## src/rtl/bpl_pkg.sv

```systemverilog
package bpl_pkg;
  localparam int NUM_COLORS  = 3;
  localparam int COLOR_IDX_W = 2;
  localparam int PCT_FULL    = 100;

  typedef enum logic [COLOR_IDX_W-1:0] {
    CLR_RED   = 2'd0,
    CLR_GREEN = 2'd1,
    CLR_BLUE  = 2'd2
  } color_e;
endpackage

```

## src/rtl/bpl_cfg_shadow.sv

```systemverilog
module bpl_cfg_shadow
  import bpl_pkg::*;
#(
  parameter int CNT_W     = 24,
  parameter int PCT_W     = 7,
  parameter int TRIG_W    = 8,
  parameter int BIT_DEPTH = 8
) (
  input  logic                             clk,
  input  logic                             rst_n,
  input  logic                             frame_start,
  input  logic [CNT_W-1:0]                 frame_cycles,
  input  logic [NUM_COLORS-1:0][PCT_W-1:0] shares,
  input  logic [TRIG_W-1:0]                trig_len,
  output logic [NUM_COLORS-1:0][CNT_W-1:0] nxt_len,
  output logic [NUM_COLORS-1:0][CNT_W-1:0] nxt_unit,
  output logic [NUM_COLORS-1:0][CNT_W-1:0] cur_len,
  output logic [NUM_COLORS-1:0][CNT_W-1:0] cur_unit,
  output logic [TRIG_W-1:0]                cur_trig_len
);
  localparam int PW = CNT_W + PCT_W;
  localparam logic [PW-1:0]    PCT_DIV = PW'(PCT_FULL);
  localparam logic [CNT_W-1:0] WSUM    = CNT_W'((1 << BIT_DEPTH) - 1);

  // Slot length: floor(frame * share / 100)
  function automatic logic [CNT_W-1:0] slot_cycles(input logic [CNT_W-1:0] f,
                                                   input logic [PCT_W-1:0] s);
    logic [PW-1:0] prod;
    prod = PW'(f) * PW'(s);
    return CNT_W'(prod / PCT_DIV);
  endfunction

  // Weight unit: floor(slot / (2^depth - 1))
  function automatic logic [CNT_W-1:0] plane_unit(input logic [CNT_W-1:0] slot);
    return slot / WSUM;
  endfunction

  for (genvar c = 0; c < NUM_COLORS; c++) begin : g_calc
    assign nxt_len[c]  = slot_cycles(frame_cycles, shares[c]);
    assign nxt_unit[c] = plane_unit(nxt_len[c]);
  end

  always_ff @(posedge clk) begin
    if (!rst_n) begin
      cur_len      <= '0;
      cur_unit     <= '0;
      cur_trig_len <= '0;
    end else if (frame_start) begin
      cur_len      <= nxt_len;
      cur_unit     <= nxt_unit;
      cur_trig_len <= trig_len;
    end
  end

  AST_CFG_HOLD: assert property (@(posedge clk) disable iff (!rst_n)
    !frame_start |=> ($stable(cur_len) && $stable(cur_unit) && $stable(cur_trig_len)));
endmodule

```

## src/rtl/bpl_plane_seq.sv

```systemverilog
module bpl_plane_seq
  import bpl_pkg::*;
#(
  parameter int CNT_W     = 24,
  parameter int BIT_DEPTH = 8,
  localparam int BI_W     = $clog2(BIT_DEPTH)
) (
  input  logic                             clk,
  input  logic                             rst_n,
  input  logic                             frame_start,
  input  logic [NUM_COLORS-1:0][CNT_W-1:0] nxt_len,
  input  logic [NUM_COLORS-1:0][CNT_W-1:0] nxt_unit,
  input  logic [NUM_COLORS-1:0][CNT_W-1:0] cur_len,
  input  logic [NUM_COLORS-1:0][CNT_W-1:0] cur_unit,
  output logic [COLOR_IDX_W-1:0]           color_idx,
  output logic [BI_W-1:0]                  bit_idx,
  output logic                             plane_valid,
  output logic                             load_strobe,
  output logic [NUM_COLORS-1:0]            led_en,
  output logic                             slot_start
);
  localparam logic [BI_W:0] BIT_IDLE = (BI_W+1)'(BIT_DEPTH);

  logic                   active_q;
  logic [COLOR_IDX_W-1:0] color_q;
  logic [BI_W:0]          bit_q;
  logic [CNT_W-1:0]       pcnt_q;
  logic [CNT_W-1:0]       scnt_q;

  // Returns {found, index} of first color at or after 'from' with nonzero length
  function automatic logic [COLOR_IDX_W:0] scan_from(
      input logic [NUM_COLORS-1:0][CNT_W-1:0] lens, input int from);
    logic                   found;
    logic [COLOR_IDX_W-1:0] idx;
    found = 1'b0;
    idx   = '0;
    for (int i = 0; i < NUM_COLORS; i++) begin
      if (!found && i >= from && lens[i] != '0) begin
        found = 1'b1;
        idx   = COLOR_IDX_W'(i);
      end
    end
    return {found, idx};
  endfunction

  logic [COLOR_IDX_W:0] first_hit, next_hit;
  logic [CNT_W-1:0]     plane_len, plane_last, slot_last;
  logic                 in_plane, slot_end, plane_end;

  assign first_hit  = scan_from(nxt_len, 0);
  assign next_hit   = scan_from(cur_len, int'(color_q) + 1);
  assign plane_len  = cur_unit[color_q] << bit_q;
  assign plane_last = plane_len - CNT_W'(1);
  assign slot_last  = cur_len[color_q] - CNT_W'(1);
  assign in_plane   = active_q && (bit_q < BIT_IDLE);
  assign slot_end   = active_q && (scnt_q == slot_last);
  assign plane_end  = in_plane && (pcnt_q == plane_last);

  always_ff @(posedge clk) begin
    if (!rst_n) begin
      active_q <= 1'b0;
      color_q  <= '0;
      bit_q    <= BIT_IDLE;
      pcnt_q   <= '0;
      scnt_q   <= '0;
    end else if (frame_start) begin
      active_q <= first_hit[COLOR_IDX_W];
      color_q  <= first_hit[COLOR_IDX_W-1:0];
      bit_q    <= (nxt_unit[first_hit[COLOR_IDX_W-1:0]] == '0) ? BIT_IDLE : '0;
      pcnt_q   <= '0;
      scnt_q   <= '0;
    end else if (slot_end) begin
      pcnt_q <= '0;
      scnt_q <= '0;
      if (next_hit[COLOR_IDX_W]) begin
        color_q <= next_hit[COLOR_IDX_W-1:0];
        bit_q   <= (cur_unit[next_hit[COLOR_IDX_W-1:0]] == '0) ? BIT_IDLE : '0;
      end else begin
        active_q <= 1'b0;
        color_q  <= '0;
        bit_q    <= BIT_IDLE;
      end
    end else if (active_q) begin
      scnt_q <= scnt_q + CNT_W'(1);
      if (plane_end) begin
        pcnt_q <= '0;
        bit_q  <= bit_q + (BI_W+1)'(1);
      end else if (in_plane) begin
        pcnt_q <= pcnt_q + CNT_W'(1);
      end
    end
  end

  assign color_idx   = active_q ? color_q : '0;
  assign bit_idx     = in_plane ? bit_q[BI_W-1:0] : '0;
  assign plane_valid = in_plane;
  assign load_strobe = in_plane && (pcnt_q == '0);
  assign slot_start  = load_strobe && (bit_q == '0);

  for (genvar c = 0; c < NUM_COLORS; c++) begin : g_led
    assign led_en[c] = in_plane && (color_q == COLOR_IDX_W'(c));
  end

  AST_COLOR_ORDER: assert property (@(posedge clk) disable iff (!rst_n)
    (active_q && $past(active_q) && !$past(frame_start) && color_q != $past(color_q))
      |-> (color_q > $past(color_q)));
  AST_PLANE_STEP: assert property (@(posedge clk) disable iff (!rst_n)
    (load_strobe && bit_idx != '0)
      |-> ($past(plane_valid) && BI_W'($past(bit_idx) + 1'b1) == bit_idx));
endmodule

```

## src/rtl/bpl_trig_gen.sv

```systemverilog
module bpl_trig_gen #(
  parameter int TRIG_W = 8
) (
  input  logic              clk,
  input  logic              rst_n,
  input  logic              slot_start,
  input  logic [TRIG_W-1:0] trig_len,
  output logic              trigger
);
  logic [TRIG_W-1:0] rem_q;

  always_ff @(posedge clk) begin
    if (!rst_n) begin
      rem_q <= '0;
    end else if (slot_start) begin
      rem_q <= (trig_len == '0) ? '0 : trig_len - TRIG_W'(1);
    end else if (rem_q != '0) begin
      rem_q <= rem_q - TRIG_W'(1);
    end
  end

  assign trigger = (slot_start && trig_len != '0) || (rem_q != '0);

  AST_TRIG_RISE: assert property (@(posedge clk) disable iff (!rst_n)
    $rose(trigger) |-> slot_start);
  AST_TRIG_CONT: assert property (@(posedge clk) disable iff (!rst_n)
    (trigger && !slot_start) |-> $past(trigger));
endmodule

```

## src/rtl/bpl_seq_top.sv

```systemverilog
module bpl_seq_top
  import bpl_pkg::*;
#(
  parameter int CNT_W     = 24,
  parameter int PCT_W     = 7,
  parameter int TRIG_W    = 8,
  parameter int BIT_DEPTH = 8,
  localparam int BI_W     = $clog2(BIT_DEPTH)
) (
  input  logic                   clk,
  input  logic                   rst_n,
  input  logic                   frame_start,
  input  logic [CNT_W-1:0]       cfg_frame_cycles,
  input  logic [PCT_W-1:0]       cfg_share_r,
  input  logic [PCT_W-1:0]       cfg_share_g,
  input  logic [PCT_W-1:0]       cfg_share_b,
  input  logic [TRIG_W-1:0]      cfg_trig_len,
  output logic [COLOR_IDX_W-1:0] color_idx,
  output logic [BI_W-1:0]        bit_idx,
  output logic                   plane_valid,
  output logic                   load_strobe,
  output logic [NUM_COLORS-1:0]  led_en,
  output logic                   trigger
);
  logic [NUM_COLORS-1:0][PCT_W-1:0] shares;
  logic [NUM_COLORS-1:0][CNT_W-1:0] nxt_len, nxt_unit, cur_len, cur_unit;
  logic [TRIG_W-1:0]                cur_trig_len;
  logic                             slot_start;

  assign shares[int'(CLR_RED)]   = cfg_share_r;
  assign shares[int'(CLR_GREEN)] = cfg_share_g;
  assign shares[int'(CLR_BLUE)]  = cfg_share_b;

  bpl_cfg_shadow #(
    .CNT_W(CNT_W), .PCT_W(PCT_W), .TRIG_W(TRIG_W), .BIT_DEPTH(BIT_DEPTH)
  ) u_cfg (
    .clk(clk), .rst_n(rst_n), .frame_start(frame_start),
    .frame_cycles(cfg_frame_cycles), .shares(shares), .trig_len(cfg_trig_len),
    .nxt_len(nxt_len), .nxt_unit(nxt_unit),
    .cur_len(cur_len), .cur_unit(cur_unit), .cur_trig_len(cur_trig_len)
  );

  bpl_plane_seq #(
    .CNT_W(CNT_W), .BIT_DEPTH(BIT_DEPTH)
  ) u_seq (
    .clk(clk), .rst_n(rst_n), .frame_start(frame_start),
    .nxt_len(nxt_len), .nxt_unit(nxt_unit),
    .cur_len(cur_len), .cur_unit(cur_unit),
    .color_idx(color_idx), .bit_idx(bit_idx), .plane_valid(plane_valid),
    .load_strobe(load_strobe), .led_en(led_en), .slot_start(slot_start)
  );

  bpl_trig_gen #(
    .TRIG_W(TRIG_W)
  ) u_trig (
    .clk(clk), .rst_n(rst_n), .slot_start(slot_start),
    .trig_len(cur_trig_len), .trigger(trigger)
  );

  AST_LED_RISE: assert property (@(posedge clk) disable iff (!rst_n)
    $rose(|led_en) |-> (load_strobe && bit_idx == '0));
  AST_LED_ONE: assert property (@(posedge clk) disable iff (!rst_n)
    plane_valid |-> (led_en[color_idx] && $countones(led_en) == 1));
endmodule

```

## config.mk

```make
export PLATFORM = sky130hd
export DESIGN_NAME = bpl_seq_top
export DESIGN_NICKNAME = d
export VERILOG_FILES = /design/src/rtl/bpl_pkg.sv /design/src/rtl/bpl_cfg_shadow.sv /design/src/rtl/bpl_plane_seq.sv /design/src/rtl/bpl_trig_gen.sv /design/src/rtl/bpl_seq_top.sv
export SDC_FILE = /design/constraint.sdc
export NUM_CORES = 2
export LEC_CHECK = 0
export ABC_CLOCK_PERIOD_IN_PS = 73400
export BUFFER_PORTS_ARGS = -buffer_cell sky130_fd_sc_hd__buf_4
export CAP_MARGIN = 30
export CORE_ASPECT_RATIO = 1.25
export CORE_MARGIN = 8
export CORE_UTILIZATION = 25
export CTS_BUF_LIST = sky130_fd_sc_hd__clkbuf_2 sky130_fd_sc_hd__clkbuf_4 sky130_fd_sc_hd__clkbuf_8
export CTS_CLUSTER_SIZE = 16
export DETAILED_ROUTE_END_ITERATION = 10
export GPL_ROUTABILITY_DRIVEN = 0
export PLACE_DENSITY_LB_ADDON = 0.15
export REMOVE_ABC_BUFFERS = 1
export SLEW_MARGIN = 30
export SYNTH_ARGS = -nofsm -noshare
export SYNTH_HDL_FRONTEND = slang
export SYNTH_SLANG_ARGS = --single-unit
```

## constraint.sdc

```tcl
create_clock -name clk -period 73.4 [get_ports clk]
set_input_delay 14.68 -clock clk [delete_from_list [all_inputs] [get_ports clk]]
set_output_delay 14.68 -clock clk [all_outputs]
set_load 0.01 [all_outputs]
```

==> impl_metrics.py <==
metrics = {
    "critical_path": {
        "crit_type": "input pin to flip-flop",
        "crit_buf_inv": 2,
        "slowest_stage": "a41oi_1",
        "worstPathArrival_ns": 41.59,
        "cpPeakStageDelay_ns": 0.91,
        "cp_top_family": "compound AO/OA/AOI/OAI gates",
        "crit_path_start_kind": "input pin",
        "worstPathRequired_ns": 73.85,
        "crit_path_max_fanout": 21,
        "crit_path_end_kind": "flip-flop",
    },
    "clock_network": {
        "htreeDepth": 4,
        "numCtsBuffers": 17,
        "post_cts_buffers": 0,
        "insertion_delay_ns": 0.58,
        "cts_tree": "built",
        "cts_hold_buffers": 0,
        "clock_path_buffers": 2,
        "cts.sinks": 194,
        "cts_resized": 0,
        "clk_pin_slew_ns": 0.12,
        "cts_root_buffer": "clkbuf_8",
    },
    "synthesis": {
        "synth_top_area_share": 0.1165,
        "synth_flop_cell": "dfxtp_1",
        "ys_seq_elements": 194,
        "synth_seq_area_share": 0.06911,
        "synthTopCellsByCount": "nor2_1, nand2_1, a21oi_1",
        "syn_inst": 7846,
        "synth_most_common_cell": "nor2_1",
        "syn_area_per_cell_um2": 7.162,
        "ys_types": 149,
        "synth_top_area_cell": "fa_1",
        "synth.area.top_cells": "fa_1, dfxtp_1, nor2_1, nand2_1, and2_1",
        "netlist_area_mm2": 0.05619,
        "yosys_warnings": 0,
        "synth_edf_count": 0,
        "synth_async_sr_flop_share": 0,
    },
    "timing": {
        "timing.clock.skew_ns": 0.03595,
        "relSlewSlack": 0.3016,
        "worst_pin_slew_ns": 1.034,
        "fin_crit_sh": 0.5605,
        "period_needed_ns": 41.14,
        "rsz0062_at_grt": "no",
        "fin_setup_tns_ns": 0,
        "setup_slack_ns": 32.26,
        "setup_viol": 0,
        "maxSlewViolCount": 0,
        "final_hold_viol_count": 0,
        "max_freq_mhz": 24.31,
    },
    "global_route": {
        "antenna_found_initial": 9,
        "grt_pass1_wl_um": 335800,
        "first_global_vias": 58430,
        "grt.total_usage": 0.1683,
        "grt-ovfl-total": 0,
        "grt_max_degree": 73,
    },
    "job": {
        "drv_cap": 0,
    },
    "floorplan": {
        "core_mm2": 0.2236,
        "dieHeight_um": 546.1,
        "die_area_mm2": 0.2403,
        "die_w_um": 440.0,
        "num_rows": 194,
        "initial_core_util": 0.2514,
        "top_level_ports": 67,
    },
    "routing": {
        "viasPerCell": 5.681,
        "drc_errors": 0,
        "totalWireLength_um": 213500,
        "first_pass_iters": 6,
        "avgRoutedWirePerCell_um": 20.16,
        "drt-initial-drc-count": 4294,
        "via_count": 60160,
        "antenna_left": 0,
    },
    "worst_hold_path": {
        "hp-class": "flip-flop to flip-flop",
    },
    "final_layout": {
        "seqCellArea_mm2": 0.003885,
        "areaGrowthSynthToFinish_pct": 6.894,
        "final.fill_count": 24640,
        "drive_above_1_share": 0.07179,
        "fin_nets": 8176,
        "multiInputGateArea_mm2": 0.04961,
    },
    "placement": {
        "dp_hpwl_um": 172500,
        "portBuffers": 66,
        "dp_slack_ns": 31.71,
    },
    "outcome": {
        "status": "finished, final reports clean",
    },
}
## stage by stage
step	instance area [um^2]	instances	hold slack [ns]	util
after CTS	59950	10590	0.4738	0.2681
after global routing	60060	10590	0.5024	0.2687
after detailed placement	59540	10550	0.4591	0.2663
after global placement	59470	10550	0.4558	0.2660
final	60070	10590	0.4753	0.2687
after floorplan	54710	7475	0.4404	-
## flip-flops by register name (all words and copies together) (netlist names)
register            count
u_seq.active_q          1
u_cfg.cur_unit         51
u_trig.rem_q            8
u_seq.scnt_q           24
u_cfg.cur_trig_len      8
u_seq.pcnt_q           24
u_cfg.cur_len          72
u_seq.bit_q             4
u_seq.color_q           2
## metal layers
layer	global-route usage	wire [um]	vias up
li1	-	-	28800
met4	0.05227	7083	2
met3	0.01038	6721	279
met2	0.2995	104400	1482
met1	0.2167	95330	29600
met5	0	13	-
## cells by family (layout without fill, tap and decap cells)
logic type | count (synthesis) | in the layout | synth area share
other | 0 | 3 | 0
AND/OR/NAND/NOR | 3215 | 3215 | 0.2862
XOR/XNOR | 410 | 410 | 0.06502
buffers and inverters | 753 | 554 | 0.05186
adder cells (fa/ha/maj) | 515 | 515 | 0.1571
flip-flops | 194 | 194 | 0.06911
AO/OA/AOI/OAI | 2514 | 2514 | 0.3252
multiplexers | 245 | 245 | 0.04556
## final cells by class
class,count,share of cell area
Multi-Input combinational cell,6899,0.8258
Inverter,382,0.02391
Clock inverter,12,0.002354
Tap cell,2940,0.06124
Sequential cell,194,0.06468
Antenna cell,3,0.0001250
Clock buffer,20,0.004374
Timing Repair Buffer,140,0.01748
## worst register-to-register path, stage by stage (launching register included)
cell	delay, ns
dfxtp_2	0.33
buf_4	0.70
nor2b_4	0.13
buf_4	0.31
nand2_1	0.13
o21ai_0	0.21
mux4_2	0.57
mux2i_1	0.28
o21ai_0	0.23
or3_1	0.43
nor4b_1	0.59
nand2_1	0.20
or4b_2	0.73
xor2_1	0.17
nor2_1	0.05
a21oi_1	0.13
nor2_1	0.05
o21ai_1	0.61
nand2b_2	0.50
o21ai_0	0.47
o41ai_2	0.14
## cell usage in the layout (no fill, tap or decap), types with 39 or more instances in the layout
cell,netlist,routed
xnor2_1,258,249
a31oi_1,110,109
a211o_1,44,44
nor2_1,779,779
o211ai_1,147,147
nand3_1,250,250
and2_1,424,424
a211oi_1,175,174
fa_1,327,327
o21ai_0,368,368
buf_4,4,137
o221ai_1,39,39
o21a_1,91,91
or2_2,62,62
nand4_1,93,93
a32oi_1,39,39
dfxtp_1,194,193
nor3_1,240,239
o21ai_1,91,90
nor4_1,98,96
o31a_1,45,45
a21o_1,112,112
o31ai_1,64,61
and3_1,107,107
a21oi_1,435,434
inv_1,376,376
ha_1,159,159
or3_1,87,87
mux2i_1,182,182
nand2b_1,64,63
mux2_2,56,56
nand2_1,778,778
xor2_1,147,141
o22ai_1,56,56
## path summary, 6_finish.rpt
check / startpoint / end / slack [ns] / cells past startpoint
max reg2reg: u_seq.color_q[1] / u_seq.bit_q[3] / 66.32 / 20
max: cfg_frame_cycles[5] / u_seq.bit_q[3] / 32.26 / 71
min reg2reg: u_cfg.cur_unit[6] / u_cfg.cur_unit[6] / 0.48 / 2
min: u_cfg.cur_unit[6] / u_cfg.cur_unit[6] / 0.48 / 2
Power is left out: the tool's default activity adds up to more than one toggle a clock period on the data nets, which glitch-free logic cannot reach.
